<file path="config.mk">
export PLATFORM = sky130hd
export DESIGN_NAME = slp_ctrl
export DESIGN_NICKNAME = d
export VERILOG_FILES = /design/src/rtl/slp_pkg.sv /design/src/rtl/slp_ctrl_reg.sv /design/src/rtl/slp_clk_dec.sv /design/src/rtl/slp_wake_timer.sv /design/src/rtl/slp_ctrl.sv
export SDC_FILE = /design/constraint.sdc
export NUM_CORES = 1
export LEC_CHECK = 0
export BUFFER_PORTS_ARGS = -buffer_cell sky130_fd_sc_hd__buf_2
export CORE_MARGIN = 3
export CORE_UTILIZATION = 50
export CTS_CLUSTER_DIAMETER = 40
export DETAILED_ROUTE_END_ITERATION = 16
export PLACE_DENSITY = 0.78
export RECOVER_POWER = 25
export SLEW_MARGIN = 10
export SYNTH_ARGS = -nofsm -noshare
export SYNTH_HDL_FRONTEND = slang
export SYNTH_SLANG_ARGS = --single-unit
</file>
<file path="constraint.sdc">
create_clock -name clk_i -period 2.93 [get_ports clk_i]
set_input_delay 0.1465 -clock clk_i [delete_from_list [all_inputs] [get_ports clk_i]]
set_output_delay 0.1465 -clock clk_i [all_outputs]
set_load 0.05 [all_outputs]
</file>
<file path="src/rtl/slp_pkg.sv">
package slp_pkg;
  typedef enum logic [2:0] {
    ST_AWAKE = 3'd0,
    ST_IDLE  = 3'd1,
    ST_PDWN  = 3'd2,
    ST_STBY  = 3'd3,
    ST_WAKE  = 3'd4
  } slp_state_e;

  localparam int NUM_DOM   = 5;
  localparam int DOM_CPU   = 0;
  localparam int DOM_FLASH = 1;
  localparam int DOM_IO    = 2;
  localparam int DOM_ASYNC = 3;
  localparam int DOM_OSC   = 4;

  localparam int REG_W     = 8;
  localparam int SM_HI_BIT = 6;
  localparam int SE_BIT    = 5;
  localparam int SM_LO_BIT = 4;
endpackage

</file>
<file path="src/rtl/slp_ctrl_reg.sv">
module slp_ctrl_reg #(
  parameter int DW = 8
) (
  input  logic          clk_i,
  input  logic          rst_ni,
  input  logic          we_i,
  input  logic [DW-1:0] wdata_i,
  output logic [DW-1:0] q_o
);
  always_ff @(posedge clk_i or negedge rst_ni) begin
    if (!rst_ni)   q_o <= '0;
    else if (we_i) q_o <= wdata_i;
  end
endmodule

</file>
<file path="src/rtl/slp_clk_dec.sv">
module slp_clk_dec
  import slp_pkg::*;
(
  input  slp_state_e         state_i,
  output logic [NUM_DOM-1:0] clk_en_o
);
  logic core_on, periph_on, osc_on;

  always_comb begin
    core_on   = (state_i == ST_AWAKE);
    periph_on = (state_i == ST_AWAKE) || (state_i == ST_IDLE) || (state_i == ST_WAKE);
    osc_on    = periph_on || (state_i == ST_STBY);
  end

  for (genvar d = 0; d < NUM_DOM; d++) begin : g_dom
    if (d == DOM_CPU || d == DOM_FLASH) begin : g_core
      assign clk_en_o[d] = core_on;
    end else if (d == DOM_OSC) begin : g_osc
      assign clk_en_o[d] = osc_on;
    end else begin : g_periph
      assign clk_en_o[d] = periph_on;
    end
  end
endmodule

</file>
<file path="src/rtl/slp_wake_timer.sv">
module slp_wake_timer #(
  parameter int CW = 6
) (
  input  logic          clk_i,
  input  logic          rst_ni,
  input  logic          load_i,
  input  logic [CW-1:0] load_val_i,
  input  logic          run_i,
  output logic          zero_o
);
  logic [CW-1:0] cnt_q;

  always_ff @(posedge clk_i or negedge rst_ni) begin
    if (!rst_ni)                       cnt_q <= '0;
    else if (load_i)                   cnt_q <= load_val_i;
    else if (run_i && cnt_q != '0)     cnt_q <= cnt_q - 1'b1;
  end

  assign zero_o = (cnt_q == '0);
endmodule

</file>
<file path="src/rtl/slp_ctrl.sv">
module slp_ctrl
  import slp_pkg::*;
#(
  parameter int IDLE_DLY = 0,
  parameter int PDWN_DLY = 16,
  parameter int STBY_DLY = 6,
  parameter int HALT_CYC = 4
) (
  input  logic               clk_i,
  input  logic               rst_ni,
  input  logic               reg_we_i,
  input  logic [REG_W-1:0]   reg_wdata_i,
  output logic [REG_W-1:0]   reg_rdata_o,
  input  logic               sleep_req_i,
  input  logic               ext_wake_i,
  input  logic               int_wake_i,
  input  logic               rst_req_i,
  output logic [NUM_DOM-1:0] clk_en_o,
  output logic               core_halt_o,
  output logic               resume_irq_o,
  output logic               resume_rst_o,
  output logic [2:0]         state_o
);
  localparam int MAX_DLY = (PDWN_DLY > STBY_DLY) ?
                           ((PDWN_DLY > IDLE_DLY) ? PDWN_DLY : IDLE_DLY) :
                           ((STBY_DLY > IDLE_DLY) ? STBY_DLY : IDLE_DLY);
  localparam int CW = $clog2(MAX_DLY + HALT_CYC + 1);

  slp_state_e    state_q, state_d;
  logic [REG_W-1:0] ctrl_q;
  logic          sleep_en;
  logic [1:0]    mode_sel;
  slp_state_e    tgt_state;
  logic          asleep, wake_ok, tmr_load, tmr_zero;
  logic [CW-1:0] tmr_val;

  slp_ctrl_reg #(.DW(REG_W)) u_reg (
    .clk_i   (clk_i),
    .rst_ni  (rst_ni),
    .we_i    (reg_we_i),
    .wdata_i (reg_wdata_i),
    .q_o     (ctrl_q)
  );

  assign reg_rdata_o = ctrl_q;
  assign sleep_en    = ctrl_q[SE_BIT];
  assign mode_sel    = {ctrl_q[SM_HI_BIT], ctrl_q[SM_LO_BIT]};

  always_comb begin
    unique case (mode_sel)
      2'b00:   tgt_state = ST_IDLE;
      2'b10:   tgt_state = ST_STBY;
      default: tgt_state = ST_PDWN;  // 01 and 11 both power-down
    endcase
  end

  assign asleep  = (state_q == ST_IDLE) || (state_q == ST_PDWN) || (state_q == ST_STBY);
  assign wake_ok = ext_wake_i || (int_wake_i && state_q == ST_IDLE);
  assign tmr_load = asleep && wake_ok && !rst_req_i;

  // count value includes start-up delay and fixed halt, minus the loading cycle
  always_comb begin
    unique case (state_q)
      ST_PDWN: tmr_val = CW'(PDWN_DLY + HALT_CYC - 1);
      ST_STBY: tmr_val = CW'(STBY_DLY + HALT_CYC - 1);
      default: tmr_val = CW'(IDLE_DLY + HALT_CYC - 1);
    endcase
  end

  slp_wake_timer #(.CW(CW)) u_tmr (
    .clk_i      (clk_i),
    .rst_ni     (rst_ni),
    .load_i     (tmr_load),
    .load_val_i (tmr_val),
    .run_i      (state_q == ST_WAKE),
    .zero_o     (tmr_zero)
  );

  always_comb begin
    state_d = state_q;
    unique case (state_q)
      ST_AWAKE: if (sleep_req_i && sleep_en) state_d = tgt_state;
      ST_WAKE: begin
        if (rst_req_i || tmr_zero) state_d = ST_AWAKE;
      end
      default: begin
        if (rst_req_i)    state_d = ST_AWAKE;
        else if (wake_ok) state_d = ST_WAKE;
      end
    endcase
  end

  always_ff @(posedge clk_i or negedge rst_ni) begin
    if (!rst_ni) state_q <= ST_AWAKE;
    else         state_q <= state_d;
  end

  slp_clk_dec u_dec (
    .state_i  (state_q),
    .clk_en_o (clk_en_o)
  );

  assign core_halt_o  = (state_q != ST_AWAKE);
  assign resume_rst_o = core_halt_o && rst_req_i;
  assign resume_irq_o = (state_q == ST_WAKE) && tmr_zero && !rst_req_i;
  assign state_o      = state_q;
endmodule

</file>
Yosys cells after proc, flatten, opt, wreduce, memory -nomap -nowiden --
Index checks and enable logic that the tools add are counted.
Storage, ports and cells: bits in registers 16, input bits 15, output and inout port bits 19, word-level logic and storage cells 44
Operators by class: add/subtract/negate cells 1, equal/unequal tests 7, muxes and demuxes 9, reduce and logical (&&, ||, !) cells 24
Operator list (count):
- $mux W3 | 4
- $mux W5 | 2
- $pmux W5 S2 | 1
- $logic_and A1 B1 Y1 | 8
- $logic_or A1 B1 Y1 | 7
- $eq A3 B2 Y1 const B | 2
- $pmux W3 S2 | 1
- $logic_not A5 Y1 | 1
- $reduce_bool A5 Y1 | 1
- $sub A5 B1 Y5 const B | 1
- $ne A2 B2 Y1 const B | 2
- $pmux W2 S2 | 1
- $reduce_bool A4 Y1 | 1
- $eq A3 B1 Y1 const B | 1
- $eq A3 B3 Y1 const B | 1
- $logic_not A3 Y1 | 1
- $reduce_and A3 Y1 | 1
- $reduce_bool A3 Y1 | 1
- $eq A2 B2 Y1 const B | 1
- $logic_not A2 Y1 | 1
- $reduce_bool A2 Y1 | 1
- $logic_not A1 Y1 | 1

Logic depth before layout (Yosys ltp) --
depth in word-level cells 6, mapped depth 6, mapped depth without buffers 6

Modules after synthesis --
Synthesis repeated with hierarchy kept, for this count alone.
Second synthesis, totals: cell total of the unflattened synthesis 83, area total of the unflattened synthesis 927.1 sq um
By module, submodules not included:
- slp_ctrl_reg | times used 1, cells an instance 17, area each 331.6 sq um
- slp_wake_timer | times used 1, cells an instance 32, area each 304.0 sq um
- slp_ctrl | times used 1, cells an instance 26, area each 234.0 sq um
- slp_clk_dec | times used 1, cells an instance 8, area each 57.6 sq um

Worst setup path after synthesis --
Ideal clock, no wire load.
kind flip-flop to output port, from reg u_tmr.cnt_q[0], to out resume_irq_o, data arrival time 2.197 ns, required time 2.784 ns, setup slack 0.587 ns, cell stages (with the launch flop) 5, cell sequence dfrtp_1 > inv_1 > ha_1 > or4b_4 > nor3_1
On the way: longest elaborated chain between the ends 3
Ends and longest elaborated chain:
- start, declared | RTL line slp_wake_timer.sv:11 | logic [CW-1:0] cnt_q;
- start signal, assigned | RTL line slp_wake_timer.sv:15 | else if (load_i) cnt_q <= load_val_i;
- start signal, assigned | RTL line slp_wake_timer.sv:16 | else if (run_i && cnt_q != '0) cnt_q <= cnt_q - 1'b1;
- $logic_not A5 Y1 | RTL line slp_wake_timer.sv:19 | assign zero_o = (cnt_q == '0);
- $logic_and A1 B1 Y1 (2 in series) | RTL line slp_ctrl.sv:105 | assign resume_irq_o = (state_q == ST_WAKE) && tmr_zero && !rst_req_i;
- end, declared | RTL line slp_ctrl.sv:20 | output logic resume_irq_o,
Every way passes these cells.

Worst setup path after layout --
Same ends and word-level chain as after synthesis.

==> impl_metrics.toml <==
[final_layout]
layout-drive-gt1-share_pct = 46.2
final_cells = 122
final_common_cell = "buf_2"
antenna_cells = 0
fin_nets = 124
area_delta_synth_final_pct = 18.9
most-common-layout-cells = "32 x buf_2, 16 x dfrtp_1, 8 x mux2_2"

[clock_network]
holdBufCountCts = 1
post_cts_buffers = 0
cts_tree = "done"
clock_path_buffers = 2
clkTransAtPathRegs_ps = 80
clock_sinks = 16
root_buffer = "clkbuf_4"
clock_latency_ps = 270
numCtsBuffers = 3
cts_max_level = 1
cts_resized = 0

[global_routing]
grt_pass1_wl_um = 2580
grt_pass1_vias = 557
grt_max_degree = 17
grt_overflow = 0
antenna_found_initial = 0
grt_use_total_pct = 16.8

[job]
drv_cap = 0

[synth]
syn_nets = 94
ys_seq_elements = 16
synth_async_sr_flop_share_pct = 100
synth-edff-count = 0
ys.flop_type = "dfrtp_1"
ys_types = 33
synth_area_leaders = "dfrtp_1 47%, mux2_2 10%, buf_4 4.4%"
synth_area_um2 = 861
synth_area_per_cell_um2 = 11.0
synthDominantAreaCellType = "dfrtp_1"
synth.yosys.seq_area_share_pct = 46.5
synth_top_area_share_pct = 46.5
synth_cells = 78
yosysWarnings = 0

[power]
ir_drop_v = 0.000423
power_mw = 0.805
p_leak_nw = 0.474
cellPowerDensity_nw_per_um2 = 787

[timing]
slew_headroom_pct = 45.4
tightest_slew_ps = 818
setup_viol = 0
whs_ps = 99.6
setup_ws_ps = 862
skew_ps = 5.22
finalHoldViolCount = 0
max_freq_ghz = 0.483
slew_violations = 0
grt_setup_unrepaired = "no"
setup_tns_ps = 0
min_period_ps = 2070
period_share_pct = 70.6

[floorplan]
core_region_area_um2 = 1560
fp-row-count = 14
io_pins = 34
start_util_pct = 55.2
die_w_um = 47.5
die_area_um2 = 2260
die_y_um = 47.5

[worst_setup_path]
path_depth = 5
crit_required_ps = 2780
timing.rr.start = "u_tmr.cnt_q[0]"
startpoint_type = "register"
cp.buffers_inverters = 2
path_max_fanout = 5
slowest_delay_ps = 510
worstSetupStartpoint = "u_tmr.cnt_q[0]"
cp.arrival_ps = 1920
path_class = "register to primary output"
cp_top_family = "simple AND/OR/NAND/NOR gates"
cp-end-kind = "primary output"
rr_worst_depth = 6
crit_chain = "inv_1 -> ha_1 -> or4b_4 -> nor3_1 -> buf_2"
worst_path_max_delay_cell = "or4b_4"

[hold_path]
hp-class = "primary input to register"
min_from = "reg_wdata_i[7]"
hold_depth = 2

[drt]
wl_per_cell_um = 13.6
num_vias = 674
wirelength_um = 1660
dr.pass1.iters = 4
drc = 0
ant_nets = 0
vias_per_cell = 5.52
drt_iter0_markers = 13

[outcome]
status = "finished, final reports clean"

[place]
gp_routability_congestion = 0.838
io_buffers = 33
preCtsSetupSlack_ps = 1090
dp_hpwl_um = 1260
placedCellCount = 118
[state kept, by name, summed over array words and instances, names as in the netlist]
register and flops:
state_o 3, u_reg.q_o 8, u_tmr.cnt_q 5
[layer usage]
metal	vias up	track usage (%)	routed length (um)
met5	-	0	0
met4	0	9.94	31
met3	4	2.26	94
met2	28	27.5	746
met1	311	21.2	783
li1	331	-	-
[logic make-up (layout without fill, tap and decap cells)]
kind of cell,after synthesis,count (layout),synth area share [%]
and+or+nand+nor,21,21,15.3
DFF,16,16,46.5
AOI/OAI and AO/OA,14,14,12.8
buffers and inverters,13,41,7.99
muxes,10,10,12.9
xor gates and xnor gates,3,3,3.05
adders and majority gates,1,1,1.45
[per-stage QoR]
stage / area (um^2) / util, %
final: 1020 / 65.7
after global routing: 1020 / 65.7
after CTS: 1020 / 65.7
after detailed placement: 992 / 63.6
after global placement: 992 / 63.6
after floorplan: 861 / -
[synthesized netlist by cell type (2+ instances only)]
cell type / n
a21oi_1: 4
buf_4: 5
o21ai_0: 3
inv_1: 4
nor2_1: 3
nand2_1: 4
dfrtp_1: 16
nor3_1: 3
mux2_2: 8
clkbuf_1: 2
xnor2_1: 2
nand3_1: 2
nand2b_1: 2
[area by class of cell]
cell class / instances / area, um^2
Sequential cell: 16 / 400
Tap cell: 16 / 20.0
Fill cell: 132 / 536
Clock buffer: 3 / 22.5
Inverter: 4 / 15.0
Multi-Input combinational cell: 49 / 392
Timing Repair Buffer: 34 / 174
[report_power, final]
part           total, mW  internal (mW)  switching [mW]
clock network      0.106         0.0475          0.0589
logic              0.367          0.122           0.245
registers          0.332          0.272          0.0601
[final timing paths]
kind | endpoint | slack, ps
max | resume_irq_o | 860
min | u_reg.q_o[7] | 100
max reg2reg | u_tmr.cnt_q[1] | 1070
min reg2reg | u_reg.q_o[1] | 510
max in group asynchronous | u_reg.q_o[1] | 1950
min in group asynchronous | u_reg.q_o[7] | 470
No activity file was read; power rests on OpenSTA's default activity.
